## src/rtl/evt_cnt_pkg.sv

```systemverilog
package evt_cnt_pkg;
  // number of segments needed to cover a count of width w with segments of width s
  function automatic int unsigned seg_count(input int unsigned w, input int unsigned s);
    return (w + s - 1) / s;
  endfunction
endpackage

```

## src/rtl/evtc_rst_sync.sv

```systemverilog
module evtc_rst_sync (
  input  logic clk,
  input  logic rst_n,
  output logic rst_sync_n
);
  logic [1:0] stage_q;
  logic [1:0] stage_d;

  always_comb begin
    stage_d = {stage_q[0], 1'b1};
  end

  always_ff @(posedge clk or negedge rst_n) begin
    if (!rst_n) stage_q <= 2'b00;
    else        stage_q <= stage_d;
  end

  assign rst_sync_n = stage_q[1];
endmodule

```

## src/rtl/evtc_edge_sync.sv

```systemverilog
module evtc_edge_sync #(
  parameter int unsigned STAGES = 2
) (
  input  logic clk,
  input  logic rst_n,
  input  logic evt_async,
  output logic rise_pulse
);
  logic [STAGES-1:0] sync_q;
  logic [STAGES-1:0] sync_d;
  logic              prev_q;
  logic              prev_d;

  always_comb begin
    sync_d = {sync_q[STAGES-2:0], evt_async};
    prev_d = sync_q[STAGES-1];
  end

  always_ff @(posedge clk or negedge rst_n) begin
    if (!rst_n) begin
      sync_q <= '0;
      prev_q <= 1'b0;
    end else begin
      sync_q <= sync_d;
      prev_q <= prev_d;
    end
  end

  assign rise_pulse = sync_q[STAGES-1] & ~prev_q;
endmodule

```

## src/rtl/evtc_split_counter.sv

```systemverilog
module evtc_split_counter #(
  parameter int unsigned CNT_W = 32,
  parameter int unsigned SEG_W = 16
) (
  input  logic             clk,
  input  logic             rst_n,
  input  logic             inc,
  output logic [CNT_W-1:0] aligned
);
  localparam int unsigned NSEG = CNT_W / SEG_W;

  // step[k] advances segment k; step[k+1] is the registered carry out of segment k
  logic [NSEG-1:0] step;
  assign step[0] = inc;

  for (genvar k = 0; k < NSEG; k++) begin : g_seg
    localparam int unsigned DLY = NSEG - 1 - k;

    logic [SEG_W-1:0] seg_q;
    logic [SEG_W-1:0] seg_d;

    always_comb begin
      seg_d = seg_q;
      if (step[k]) seg_d = seg_q + {{(SEG_W-1){1'b0}}, 1'b1};
    end

    always_ff @(posedge clk or negedge rst_n) begin
      if (!rst_n) seg_q <= '0;
      else        seg_q <= seg_d;
    end

    if (k < NSEG - 1) begin : g_carry
      logic carry_q;
      logic carry_d;
      always_comb begin
        carry_d = step[k] & (&seg_q);
      end
      always_ff @(posedge clk or negedge rst_n) begin
        if (!rst_n) carry_q <= 1'b0;
        else        carry_q <= carry_d;
      end
      assign step[k+1] = carry_q;
    end

    if (DLY > 0) begin : g_align
      logic [SEG_W-1:0] dly_q [DLY];
      logic [SEG_W-1:0] dly_d [DLY];
      always_comb begin
        dly_d[0] = seg_q;
        for (int i = 1; i < DLY; i++) dly_d[i] = dly_q[i-1];
      end
      always_ff @(posedge clk or negedge rst_n) begin
        if (!rst_n) begin
          for (int i = 0; i < DLY; i++) dly_q[i] <= '0;
        end else begin
          dly_q <= dly_d;
        end
      end
      assign aligned[k*SEG_W +: SEG_W] = dly_q[DLY-1];
    end else begin : g_direct
      assign aligned[k*SEG_W +: SEG_W] = seg_q;
    end
  end
endmodule

```

## src/rtl/evtc_snapshot.sv

```systemverilog
module evtc_snapshot #(
  parameter int unsigned CNT_W = 32
) (
  input  logic             clk,
  input  logic             rst_n,
  input  logic             cap_req,
  input  logic [CNT_W-1:0] live,
  output logic [CNT_W-1:0] held,
  output logic             fresh
);
  logic [CNT_W-1:0] held_q, held_d;
  logic             fresh_q, fresh_d;

  always_comb begin
    held_d  = held_q;
    fresh_d = cap_req;
    if (cap_req) held_d = live;
  end

  always_ff @(posedge clk or negedge rst_n) begin
    if (!rst_n) begin
      held_q  <= '0;
      fresh_q <= 1'b0;
    end else begin
      held_q  <= held_d;
      fresh_q <= fresh_d;
    end
  end

  assign held  = held_q;
  assign fresh = fresh_q;
endmodule

```

## src/rtl/evt_lap_counter.sv

```systemverilog
module evt_lap_counter #(
  parameter int unsigned CNT_W       = 32,
  parameter int unsigned SEG_W       = 16,
  parameter int unsigned SYNC_STAGES = 2
) (
  input  logic             clk,
  input  logic             rst_n,
  input  logic             evt_in,
  input  logic             cap_req,
  output logic [CNT_W-1:0] count_out,
  output logic [CNT_W-1:0] snap_out,
  output logic             snap_vld
);
  import evt_cnt_pkg::*;

  localparam int unsigned NSEG = seg_count(CNT_W, SEG_W);
  localparam int unsigned FULL_W = NSEG * SEG_W;

  logic             rst_int_n;
  logic             edge_pulse;
  logic [FULL_W-1:0] aligned_w;

  evtc_rst_sync u_rst (
    .clk        (clk),
    .rst_n      (rst_n),
    .rst_sync_n (rst_int_n)
  );

  evtc_edge_sync #(.STAGES(SYNC_STAGES)) u_edge (
    .clk        (clk),
    .rst_n      (rst_int_n),
    .evt_async  (evt_in),
    .rise_pulse (edge_pulse)
  );

  evtc_split_counter #(.CNT_W(FULL_W), .SEG_W(SEG_W)) u_cnt (
    .clk     (clk),
    .rst_n   (rst_int_n),
    .inc     (edge_pulse),
    .aligned (aligned_w)
  );

  assign count_out = aligned_w[CNT_W-1:0];

  evtc_snapshot #(.CNT_W(CNT_W)) u_snap (
    .clk     (clk),
    .rst_n   (rst_int_n),
    .cap_req (cap_req),
    .live    (count_out),
    .held    (snap_out),
    .fresh   (snap_vld)
  );
endmodule

```

## config.mk

```make
export PLATFORM = sky130hd
export DESIGN_NAME = evt_lap_counter
export DESIGN_NICKNAME = d
export VERILOG_FILES = /design/src/rtl/evt_cnt_pkg.sv /design/src/rtl/evtc_rst_sync.sv /design/src/rtl/evtc_edge_sync.sv /design/src/rtl/evtc_split_counter.sv /design/src/rtl/evtc_snapshot.sv /design/src/rtl/evt_lap_counter.sv
export SDC_FILE = /design/constraint.sdc
export NUM_CORES = 1
export LEC_CHECK = 0
export BUFFER_PORTS_ARGS = -buffer_cell sky130_fd_sc_hd__buf_2
export CAP_MARGIN = 20
export CELL_PAD_IN_SITES_DETAIL_PLACEMENT = 1
export CELL_PAD_IN_SITES_GLOBAL_PLACEMENT = 1
export CORE_MARGIN = 2
export CORE_UTILIZATION = 30
export DETAILED_ROUTE_END_ITERATION = 7
export PLACE_DENSITY = 0.66
export REMOVE_ABC_BUFFERS = 1
export SLEW_MARGIN = 10
export SYNTH_ARGS = -nofsm -noshare
export SYNTH_HDL_FRONTEND = slang
export SYNTH_SLANG_ARGS = --single-unit
```

## constraint.sdc

```tcl
create_clock -name clk -period 2.7 [get_ports clk]
set_input_delay 0 -clock clk [delete_from_list [all_inputs] [get_ports clk]]
set_output_delay 0 -clock clk [all_outputs]
set_load 0.01 [all_outputs]
```

==> results of run 1 <==
-- through the flow --
step / setup slack (ns) / hold slack (ns) / instance area [µm²] / util / power, W
after global placement: 1.32 / -0.213 / 3690 / 0.358 / 0.00183
after floorplan: 0.0974 / -0.296 / 3160 / - / 0.00169
final: 1.23 / 0.177 / 3920 / 0.379 / 0.00269
after detailed placement: 1.25 / -0.211 / 3690 / 0.358 / 0.00184
after global routing: 1.07 / 0.203 / 3920 / 0.379 / 0.00285
after CTS: 1.22 / 0.172 / 3920 / 0.379 / 0.00275
-- synth_stat cells, types with 2 or more instances --
library cell and n:
xnor2_1 22, mux2_1 2, nor2_1 4, and2_1 2, inv_1 2, xor2_1 8
and3_1 6, ha_1 2, dfrtp_1 87, buf_2 3, nand4_2 2, mux2_2 32
nand4_1 7, nand2_1 11, nand3_1 9
-- registers in the layout, indices dropped and copies added (netlist names) --
name	flops
u_cnt.g_seg.seg_q	16
u_cnt.g_seg.g_align.dly_q	16
u_edge.prev_q	1
u_cnt.g_seg.g_carry.carry_q	1
u_snap.fresh	1
u_rst.stage_q	2
u_snap.held	32
u_cnt.g_seg.g_align.dly_d	16
u_edge.sync_q	2
-- layout by cell type, fill, tap and decap left out, types with 2 or more instances in the layout --
cell,count
and2_1,2
and3_1,6
buf_2,68
clkbuf_1,2
clkbuf_8,9
clkinvlp_4,2
dfrtp_1,86
dlygate4sd3_1,3
ha_1,2
inv_1,2
mux2_1,2
mux2_2,32
nand2_1,11
nand3_1,9
nand4_1,7
nand4_2,2
nor2_1,4
xnor2_1,22
xor2_1,8
-- layer usage --
layer | vias up | wire length, µm
li1 | 878 | -
met4 | 0 | 84
met1 | 967 | 2820
met3 | 6 | 277
met2 | 48 | 3110
met5 | - | 0
-- cell type report --
type,instances,area [µm²]
Sequential cell,87,2180
Tap cell,136,170
Timing Repair Buffer,72,390
Clock buffer,11,131
Clock inverter,5,58.8
Multi-Input combinational cell,117,976
Inverter,2,7.51
Fill cell,1116,6410
-- worst max-delay path by stage --
stage	startpoint	end	slack, ns
CTS	u_cnt.g_seg[1].seg_q[1]$_DFFE_PN0P_	u_cnt.g_seg[1].seg_q[8]$_DFFE_PN0P_	1.22
global route	u_cnt.g_seg[1].seg_q[0]$_DFFE_PN0P_	u_cnt.g_seg[1].seg_q[8]$_DFFE_PN0P_	1.07
detailed placement	u_cnt.g_seg[1].seg_q[0]$_DFFE_PN0P_	u_cnt.g_seg[1].seg_q[8]$_DFFE_PN0P_	1.25
global placement	u_cnt.g_seg[0].g_align.dly_d[2]$_DFFE_PN0P_	u_cnt.g_seg[0].g_carry.carry_q$_DFF_PN0_	1.32
finish	u_cnt.g_seg[1].seg_q[0]$_DFFE_PN0P_	u_cnt.g_seg[1].seg_q[8]$_DFFE_PN0P_	1.23
floorplan	u_rst.stage_q[1]$_DFF_PN0_	u_cnt.g_seg[0].g_align.dly_d[0]$_DFFE_PN0P_	0.1
-- what timing repair did --
item,CTS,global route
hold endpoints to repair,3,0
gates resized for setup,0,0
hold buffers,3,0
endpoints found under the setup margin,0,0
-- cell families (layout without fill, tap and decap cells) --
group / Yosys count / after routing / synth area share
other cells: 1 / 1 / 0.00118
flops: 87 / 87 / 0.684
xor+xnor: 30 / 30 / 0.0825
fa+ha+maj: 2 / 2 / 0.00786
simple gates: 50 / 50 / 0.0947
buf+inv: 7 / 90 / 0.00982
mux: 34 / 34 / 0.120
-- power groups by stage --
stage | registers, W | clock network [W] | logic [W]
detailed placement | 0.00157 | 0 | 0.000268
global route | 0.00157 | 0.000985 | 0.000294
floorplan | 0.00159 | 0 | 0.0000945
finish | 0.00155 | 0.000882 | 0.000263
CTS | 0.00155 | 0.000924 | 0.000273
global placement | 0.00157 | 0 | 0.000261
==> flow_metrics.tcl, run 1 <==
set metrics [dict create \
    synth_edf_count 0 \
    critPathBufInv 0 \
    diodes 0 \
    reg2reg_from "u_cnt.g_seg[1].seg_q[0]$_DFFE_PN0P_" \
    die_x_um 107 \
    grt_remaining_overflow 0 \
    synth_seq_area_share 0.684 \
    rsz0062_at_grt "no" \
    internal_power_w 0.00199 \
    drive_above_1_share 0.418 \
    power_frac_comb 0.098 \
    max_slew_margin 0.476 \
    stdcell_count 430 \
    grt_pass1_vias 2002 \
    crit_chain "ha_1 > nand4_2 > nor2_2 > and3_1 > xor2_1" \
    min_from "cap_req" \
    busiest_layer "met2" \
    cts_max_path_buffers 2 \
    numClockSinks 87 \
    initial_utilization 0.308 \
    reg2reg_slack_ns 1.23 \
    hold_depth 1 \
    path_class "reg2reg" \
    p_seq_frac 0.575 \
    min_period_ns 1.47 \
    hold_path_class "in2reg" \
    synth_cell_types 27 \
    p_leak_nw 2.06 \
    root_buffer "clkbuf_8" \
    ys.flop_type "dfrtp_1" \
    coreArea_mm2 0.0103 \
    syn_area_per_cell_um2 15.1 \
    hold_violations 0 \
    critical_path_arrival_ns 1.74 \
    cts_tree "done" \
    die_h_um 107 \
    htreeDepth 3 \
    wl_per_cell_um 14.6 \
    ys_top_cells_by_area "dfrtp_1, mux2_2, xnor2_1" \
    via_per_inst 4.42 \
    cp-end-kind "register" \
    area_growth_pct 22.9 \
    power_density_mw_per_mm2 687 \
    finish.net_count 295 \
    totalNegativeSetupSlack_ns 0 \
    irDropWorstVdd_mv 0.243 \
    grt.total_usage 0.121 \
    cts.reportedPaths.clkPinSlew_ns 0.09 \
    max-cap-violations 0 \
    wirelength_um 6300 \
    dr.pass1.iters 3 \
    io_pins 69 \
    syn_area_mm2 0.00318 \
    drcViolationCount 0 \
    status "complete, no violations" \
    numCtsBuffers 9 \
    grt_max_degree 50 \
    num_vias 1899 \
    clock_skew_ns 0.0131 \
    path_depth 5 \
    setup_viol 0 \
    grt_first_pass_wirelength_um 10500 \
    cp_data_required_time_ns 2.97 \
    ant_nets 0 \
    post_cts_buffers 0 \
    clk_latency_ns 0.35 \
    drtIter0Drc 75 \
    tightest_slew_ns 0.785 \
    grt_use_met2 0.193 \
    r2r_end "u_cnt.g_seg[1].seg_q[8]$_DFFE_PN0P_" \
    async_flop_share 1.00 \
    r2r_cells 5 \
    synth_cells 211 \
    die-area_mm2 0.0115 \
    power_frac_clock 0.328 \
    ys_warn_count 0 \
    use_met1 0.153 \
    cp_max_fo 6 \
    placed_cells 411 \
    slowest_delay_ns 0.45 \
    synth_top_area_frac 0.684 \
    path_delay_family "simple AND/OR/NAND/NOR gates" \
    fin_crit_sh 0.545 \
    cp-start-kind "register" \
    switchingPower_w 0.000702 \
    place.gp.congestion 0.709 \
    synth.ff_latch_count 87 \
    slew_viol_final 0 \
    cp_slowest_cell "dfrtp_1" \
    dp_hpwl_um 4330 \
    yosysTopAreaCell "dfrtp_1" \
    rows 37 \
    hold_end "u_snap.fresh$_DFF_PN0_" \
    grt_use_met3 0.0298 \
    grt_antenna_before_repair 0 \
    fmax_ghz 0.680 \
    io_buffers 68 \
    swShare 0.261 \
]
No activity file was read; power rests on OpenSTA's default activity.
==> run 2, diff against run 1 <==
--- a/config.mk
+++ b/config.mk
@@ -12,7 +12,7 @@
 export CORE_MARGIN = 2
 export CORE_UTILIZATION = 30
 export DETAILED_ROUTE_END_ITERATION = 7
-export PLACE_DENSITY = 0.66
+export PLACE_DENSITY = 0.63
 export REMOVE_ABC_BUFFERS = 1
 export SLEW_MARGIN = 10
 export SYNTH_ARGS = -nofsm -noshare
==> constraint.sdc (replaced) <==
create_clock -name clk -period 1.52 [get_ports clk]
set_input_delay 0 -clock clk [delete_from_list [all_inputs] [get_ports clk]]
set_output_delay 0 -clock clk [all_outputs]
set_load 0.01 [all_outputs]
==> flow_metrics.tcl, run 2 (synthesized netlist as in run 1, its figures left out) <==
set metrics [dict create \
    wirelength_um 6110 \
    drtIter0Drc 61 \
    num_vias 1937 \
    p_leak_nw 2.13 \
    grt_first_pass_wirelength_um 10400 \
    totalNegativeSetupSlack_ns 0 \
    path_delay_family "simple AND/OR/NAND/NOR gates" \
    ant_nets 0 \
    cp-end-kind "register" \
    hold_path_class "in2reg" \
    min_from "cap_req" \
    final_common_cell "dfrtp_1" \
    path_depth 4 \
    numCtsBuffers 9 \
    die-area_mm2 0.0115 \
    power_frac_comb 0.109 \
    hold_buffers 3 \
    area_growth_pct 26.4 \
    cpMostUsedCell "and3_1" \
    min_period_ns 1.40 \
    cts_tree "done" \
    post_cts_resized 0 \
    slowest_delay_ns 0.42 \
    hold_violations 0 \
    dr.pass1.iters 4 \
    switchingPower_w 0.00125 \
    grt_max_degree 44 \
    r2r_end "u_cnt.g_seg[0].g_carry.carry_q$_DFF_PN0_" \
    grt_pass1_vias 2015 \
    critPathBufInv 0 \
    irDropWorstVdd_mv 0.466 \
    post_cts_buffers 0 \
    max-cap-violations 0 \
    fmax_ghz 0.717 \
    die_x_um 107 \
    cp_max_fo 7 \
    place.gp.congestion 0.687 \
    status "complete, no violations" \
    rsz0062_at_grt "no" \
    rows 37 \
    n_fill_cell 1103 \
    initial_utilization 0.308 \
    clock_skew_ns 0.00772 \
    fin_crit_sh 0.918 \
    cts_max_path_buffers 2 \
    setup_viol 0 \
    reg2reg_slack_ns 0.12 \
    setup_slack_ns 0.125 \
    via_per_inst 4.41 \
    diodes 0 \
    crit_chain "ha_1 > and2_0 > and3_1 > and3_1" \
    slew_viol_final 0 \
    grt_antenna_before_repair 0 \
    p_seq_frac 0.554 \
    cp-start-kind "register" \
    swShare 0.256 \
    critical_path_arrival_ns 1.64 \
    path_class "reg2reg" \
    hold_end "u_snap.fresh$_DFF_PN0_" \
    pre_cts_slack_ns 0.116 \
    r2r_cells 4 \
    htreeDepth 3 \
    clk_latency_ns 0.34 \
    wl_per_cell_um 13.9 \
    cp_data_required_time_ns 1.76 \
    reg2reg_from "u_cnt.g_seg[0].g_align.dly_d[0]$_DFFE_PN0P_" \
    numClockSinks 87 \
    finish.net_count 304 \
    power_frac_clock 0.338 \
    cts.reportedPaths.clkPinSlew_ns 0.09 \
    io_pins 69 \
    coreArea_mm2 0.0103 \
    hold_depth 2 \
    root_buffer "clkbuf_8" \
    io_buffers 68 \
    power_density_mw_per_mm2 1220 \
    dp_hpwl_um 4410 \
    internal_power_w 0.00365 \
    grt_remaining_overflow 0 \
    drcViolationCount 0 \
    drive_above_1_share 0.442 \
    most-common-layout-cells "dfrtp_1, buf_2, mux2_2, xnor2_1" \
    grt.total_usage 0.118 \
    cp_slowest_cell "dfrtp_1" \
    die_h_um 107 \
    largest_register_ffs 32 \
]
-- run 2: cell count changes in the layout (fill, tap and decap cells not counted) --
cell        previous run  this run
clkbuf_1               2         0
buf_4                  0         7
clkinvlp_4             2         1
clkinv_2               1         2
clkbuf_8               9        11
buf_12                 1         3
-- run 2: final cells by class --
type | instances | area [µm²] | area share
Inverter | 2 | 7.51 | 0.00187
Clock inverter | 5 | 56.3 | 0.0140
Tap cell | 136 | 170 | 0.0423
Multi-Input combinational cell | 117 | 976 | 0.242
Timing Repair Buffer | 81 | 483 | 0.120
Sequential cell | 87 | 2180 | 0.542
Clock buffer | 11 | 151 | 0.0376
-- run 2: worst max-delay path by stage --
stage / start / to / slack [ns]
after floorplan: u_rst.stage_q[1]$_DFF_PN0_ / u_cnt.g_seg[0].g_align.dly_d[0]$_DFFE_PN0P_ / -1.08
after global placement: u_cnt.g_seg[0].g_align.dly_d[0]$_DFFE_PN0P_ / u_cnt.g_seg[0].g_carry.carry_q$_DFF_PN0_ / 0.15
after detailed placement: u_cnt.g_seg[0].g_align.dly_d[0]$_DFFE_PN0P_ / u_cnt.g_seg[0].g_carry.carry_q$_DFF_PN0_ / 0.12
after CTS: u_cnt.g_seg[0].g_align.dly_d[0]$_DFFE_PN0P_ / u_cnt.g_seg[0].g_carry.carry_q$_DFF_PN0_ / 0.11
after global routing: u_cnt.g_seg[0].g_align.dly_d[3]$_DFFE_PN0P_ / u_cnt.g_seg[0].g_carry.carry_q$_DFF_PN0_ / 0.01
final: u_cnt.g_seg[0].g_align.dly_d[0]$_DFFE_PN0P_ / u_cnt.g_seg[0].g_carry.carry_q$_DFF_PN0_ / 0.12
-- run 2: stage by stage --
stage / cell area, µm² / power (W) / utilization / hold WS, ns / cells
final: 4030 / 0.00490 / 0.390 / 0.128 / 439
after CTS: 4030 / 0.00498 / 0.390 / 0.124 / 439
after global placement: 3790 / 0.00328 / 0.367 / -0.215 / 420
after floorplan: 3160 / 0.00300 / - / -0.296 / 206
after global routing: 4030 / 0.00520 / 0.390 / 0.123 / 439
after detailed placement: 3790 / 0.00330 / 0.367 / -0.214 / 420
-- run 2: per-layer routing --
metal / global-route usage / part of all wire
met5: 0 / 0
met4: 0.0417 / 0.011
met3: 0.0328 / 0.051
met2: 0.178 / 0.46
met1: 0.162 / 0.48
-- run 2: power groups by stage --
stage               sequential (W)  clock [W]  combinational, W
floorplan                  0.00283          0          0.000168
global placement           0.00275          0          0.000532
detailed placement         0.00276          0          0.000538
CTS                        0.00272    0.00171          0.000547
global route               0.00276    0.00184          0.000593
finish                     0.00271    0.00165          0.000532
==> run 3, diff against run 2 <==
--- a/config.mk
+++ b/config.mk
@@ -17,4 +17,5 @@
 export SLEW_MARGIN = 10
 export SYNTH_ARGS = -nofsm -noshare
 export SYNTH_HDL_FRONTEND = slang
+export SYNTH_HIERARCHICAL = 1
 export SYNTH_SLANG_ARGS = --single-unit
==> flow_metrics.tcl, run 3 <==
set metrics [dict create \
    status "complete, no violations" \
    hold_violations 0 \
    slew_viol_final 0 \
    rsz0062_at_grt "yes" \
    p_leak_nw 2.28 \
    wl_met1_um 3030 \
    cp_max_fo 4 \
    hold_ws_ns 0.0430 \
    wl_met2_um 3300 \
    final_common_cell "dfrtp_1" \
    critPathBufInv 1 \
    finish.net_count 320 \
    drcViolationCount 0 \
    cts_tree "done" \
    tightest_slew_ns 0.505 \
    coreArea_mm2 0.0108 \
    ant_nets 0 \
    place.gp.congestion 0.760 \
    path_delay_family "simple AND/OR/NAND/NOR gates" \
    io_buffers 68 \
    die_h_um 109 \
    r2r_cells 4 \
    multi_input_area_mm2 0.00110 \
    switchingPower_w 0.00121 \
    diodes 0 \
    synth_cells 212 \
    hold_path_class "in2reg" \
    drtIter0Drc 37 \
    crit_chain "nand4_4 > or4_4 > buf_4 > xnor2_1" \
    synth.ff_latch_count 87 \
    cp-end-kind "register" \
    power_frac_comb 0.137 \
    grt_pass1_vias 2091 \
    routed-wl-met3_um 199 \
    initial_utilization 0.307 \
    clk_latency_ns 0.35 \
    internal_power_w 0.00356 \
    dp_hpwl_um 4700 \
    grt_first_pass_wirelength_um 10800 \
    routed.top_layer "met4" \
    r2r_end "u_cnt/g_seg[1].seg_q[9]$_DFFE_PN0P_" \
    p_seq_frac 0.567 \
    most-common-layout-cells "dfrtp_1, buf_2, mux2_4, buf_4, xnor2_1" \
    cp_slowest_cell "or4_4" \
    critical_path_arrival_ns 1.74 \
    yosysTopAreaCell "dfrtp_1" \
    cts.reportedPaths.clkPinSlew_ns 0.08 \
    setup_viol 0 \
    hold_depth 2 \
    numCtsBuffers 9 \
    syn_area_mm2 0.00332 \
    die-area_mm2 0.0119 \
    cp_data_required_time_ns 1.75 \
    htreeDepth 3 \
    synth_seq_area_share 0.655 \
    cts_max_path_buffers 2 \
    root_buffer "clkbuf_8" \
    largest_register_ffs 32 \
    wirelength_um 6670 \
    hold_end "u_snap/fresh$_DFF_PN0_" \
    synth_top_area_frac 0.655 \
    min_from "cap_req" \
    reg2reg_slack_ns 0.01 \
    ys.flop_type "dfrtp_1" \
    reg2reg_from "u_cnt/g_seg[1].seg_q[3]$_DFFE_PN0P_" \
    area_growth_pct 27.6 \
    seq_area_mm2 0.00218 \
    grt_antenna_before_repair 0 \
    yosysMostFrequentCell "dfrtp_1" \
    max-cap-violations 0 \
    wl_per_cell_um 14.6 \
    swShare 0.254 \
    drive_above_1_share 0.473 \
    power_density_mw_per_mm2 1120 \
    rows 38 \
    num_vias 1944 \
    grt_max_degree 34 \
    grt.total_usage 0.122 \
    path_class "reg2reg" \
    io_pins 69 \
    totalNegativeSetupSlack_ns 0 \
    power_frac_clock 0.296 \
    synth_edf_count 0 \
    synth_cell_types 25 \
    clock_skew_ns 0.00919 \
    async_flop_share 1.00 \
    min_period_ns 1.51 \
    n_fill_cell 1172 \
    ys_warn_count 6 \
    dr.pass1.iters 4 \
    grt_remaining_overflow 0 \
    synth_top_cells_by_count "dfrtp_1, mux2_4, xnor2_1, nand2_1, xor2_1" \
    die_x_um 109 \
    ys_top_cells_by_area "dfrtp_1, mux2_4, xnor2_1" \
    numClockSinks 87 \
    syn_area_per_cell_um2 15.7 \
    cp-start-kind "register" \
    max_slew_margin 0.663 \
    fmax_ghz 0.663 \
    via_per_inst 4.25 \
    fin_crit_sh 0.992 \
    irDropWorstVdd_mv 0.469 \
    slowest_delay_ns 0.57 \
]
## run 3: cells by family after synthesis
logic type	count (synthesis)	share of synthesized area
flip-flops	87	0.655
adder cells (fa/ha/maj)	2	0.00753
other	1	0.00113
buffers and inverters	10	0.0282
AND/OR/NAND/NOR	48	0.0802
multiplexers	34	0.149
XOR/XNOR	30	0.0790
## run 3: worst max-delay path by stage
| stage | start | endpoint | slack (ns) | cells past startpoint |
|---|---|---|---|---|
| finish | u_cnt/g_seg[1].seg_q[3]$_DFFE_PN0P_ | u_cnt/g_seg[1].seg_q[9]$_DFFE_PN0P_ | 0.01 | 4 |
| global placement | u_cnt/g_seg[0].g_carry.carry_q$_DFF_PN0_ | u_cnt/g_seg[1].seg_q[15]$_DFFE_PN0P_ | 0.08 | 4 |
| CTS | u_cnt/g_seg[0].g_carry.carry_q$_DFF_PN0_ | u_cnt/g_seg[1].seg_q[15]$_DFFE_PN0P_ | 0.006 | 4 |
| global route | u_cnt/g_seg[1].seg_q[3]$_DFFE_PN0P_ | u_cnt/g_seg[1].seg_q[15]$_DFFE_PN0P_ | -0.03 | 4 |
| detailed placement | u_cnt/g_seg[1].seg_q[3]$_DFFE_PN0P_ | u_cnt/g_seg[1].seg_q[15]$_DFFE_PN0P_ | 0.03 | 4 |
| floorplan | u_rst/stage_q[1]$_DFF_PN0_ | u_cnt/g_seg[0].g_align.dly_d[0]$_DFFE_PN0P_ | -1.08 | 0 |
## run 3: timing repair
item / CTS / global route
hold endpoints to repair: 3 / 0
setup buffers: 0 / 3
hold buffers: 3 / 0
endpoints found under the setup margin: 0 / 8
resized for setup: 0 / 8
## run 3: layout make-up
class | instances | share of cell area
clock buffers | 13 | 0.0375
clock inverters | 1 | 0.00118
inverters | 5 | 0.00442
multi-input cells | 115 | 0.258
flip-flops and latches | 87 | 0.514
well taps | 140 | 0.0413
repair buffers | 96 | 0.143
## run 3: through the flow
step	setup WS [ns]	area (µm²)	util	total power, W	instances
6_report	0.0124	4240	0.391	0.00477	457
5_1_grt	-0.0347	4240	0.391	0.00506	457
4_1_cts	0.00642	4180	0.385	0.00487	454
3_5_place_dp	0.0302	3980	0.367	0.00341	437
3_3_place_gp	0.0812	3980	0.367	0.00338	437
2_1_floorplan	-1.08	3250	-	0.00304	207
## run 3: metal layers
metal	GRT usage	vias to the layer above
li1	-	917
met1	0.153	979
met2	0.191	36
met3	0.0377	12
met4	0.0579	0
met5	0	-
## run 3: power by group through the flow
stage / Combinational, W / Clock [W] / Sequential [W]
floorplan: 0.000218 / 0 / 0.00283
global placement: 0.000634 / 0 / 0.00274
detailed placement: 0.000657 / 0 / 0.00276
CTS: 0.000664 / 0.00149 / 0.00271
global route: 0.000710 / 0.00161 / 0.00274
finish: 0.000653 / 0.00141 / 0.00271
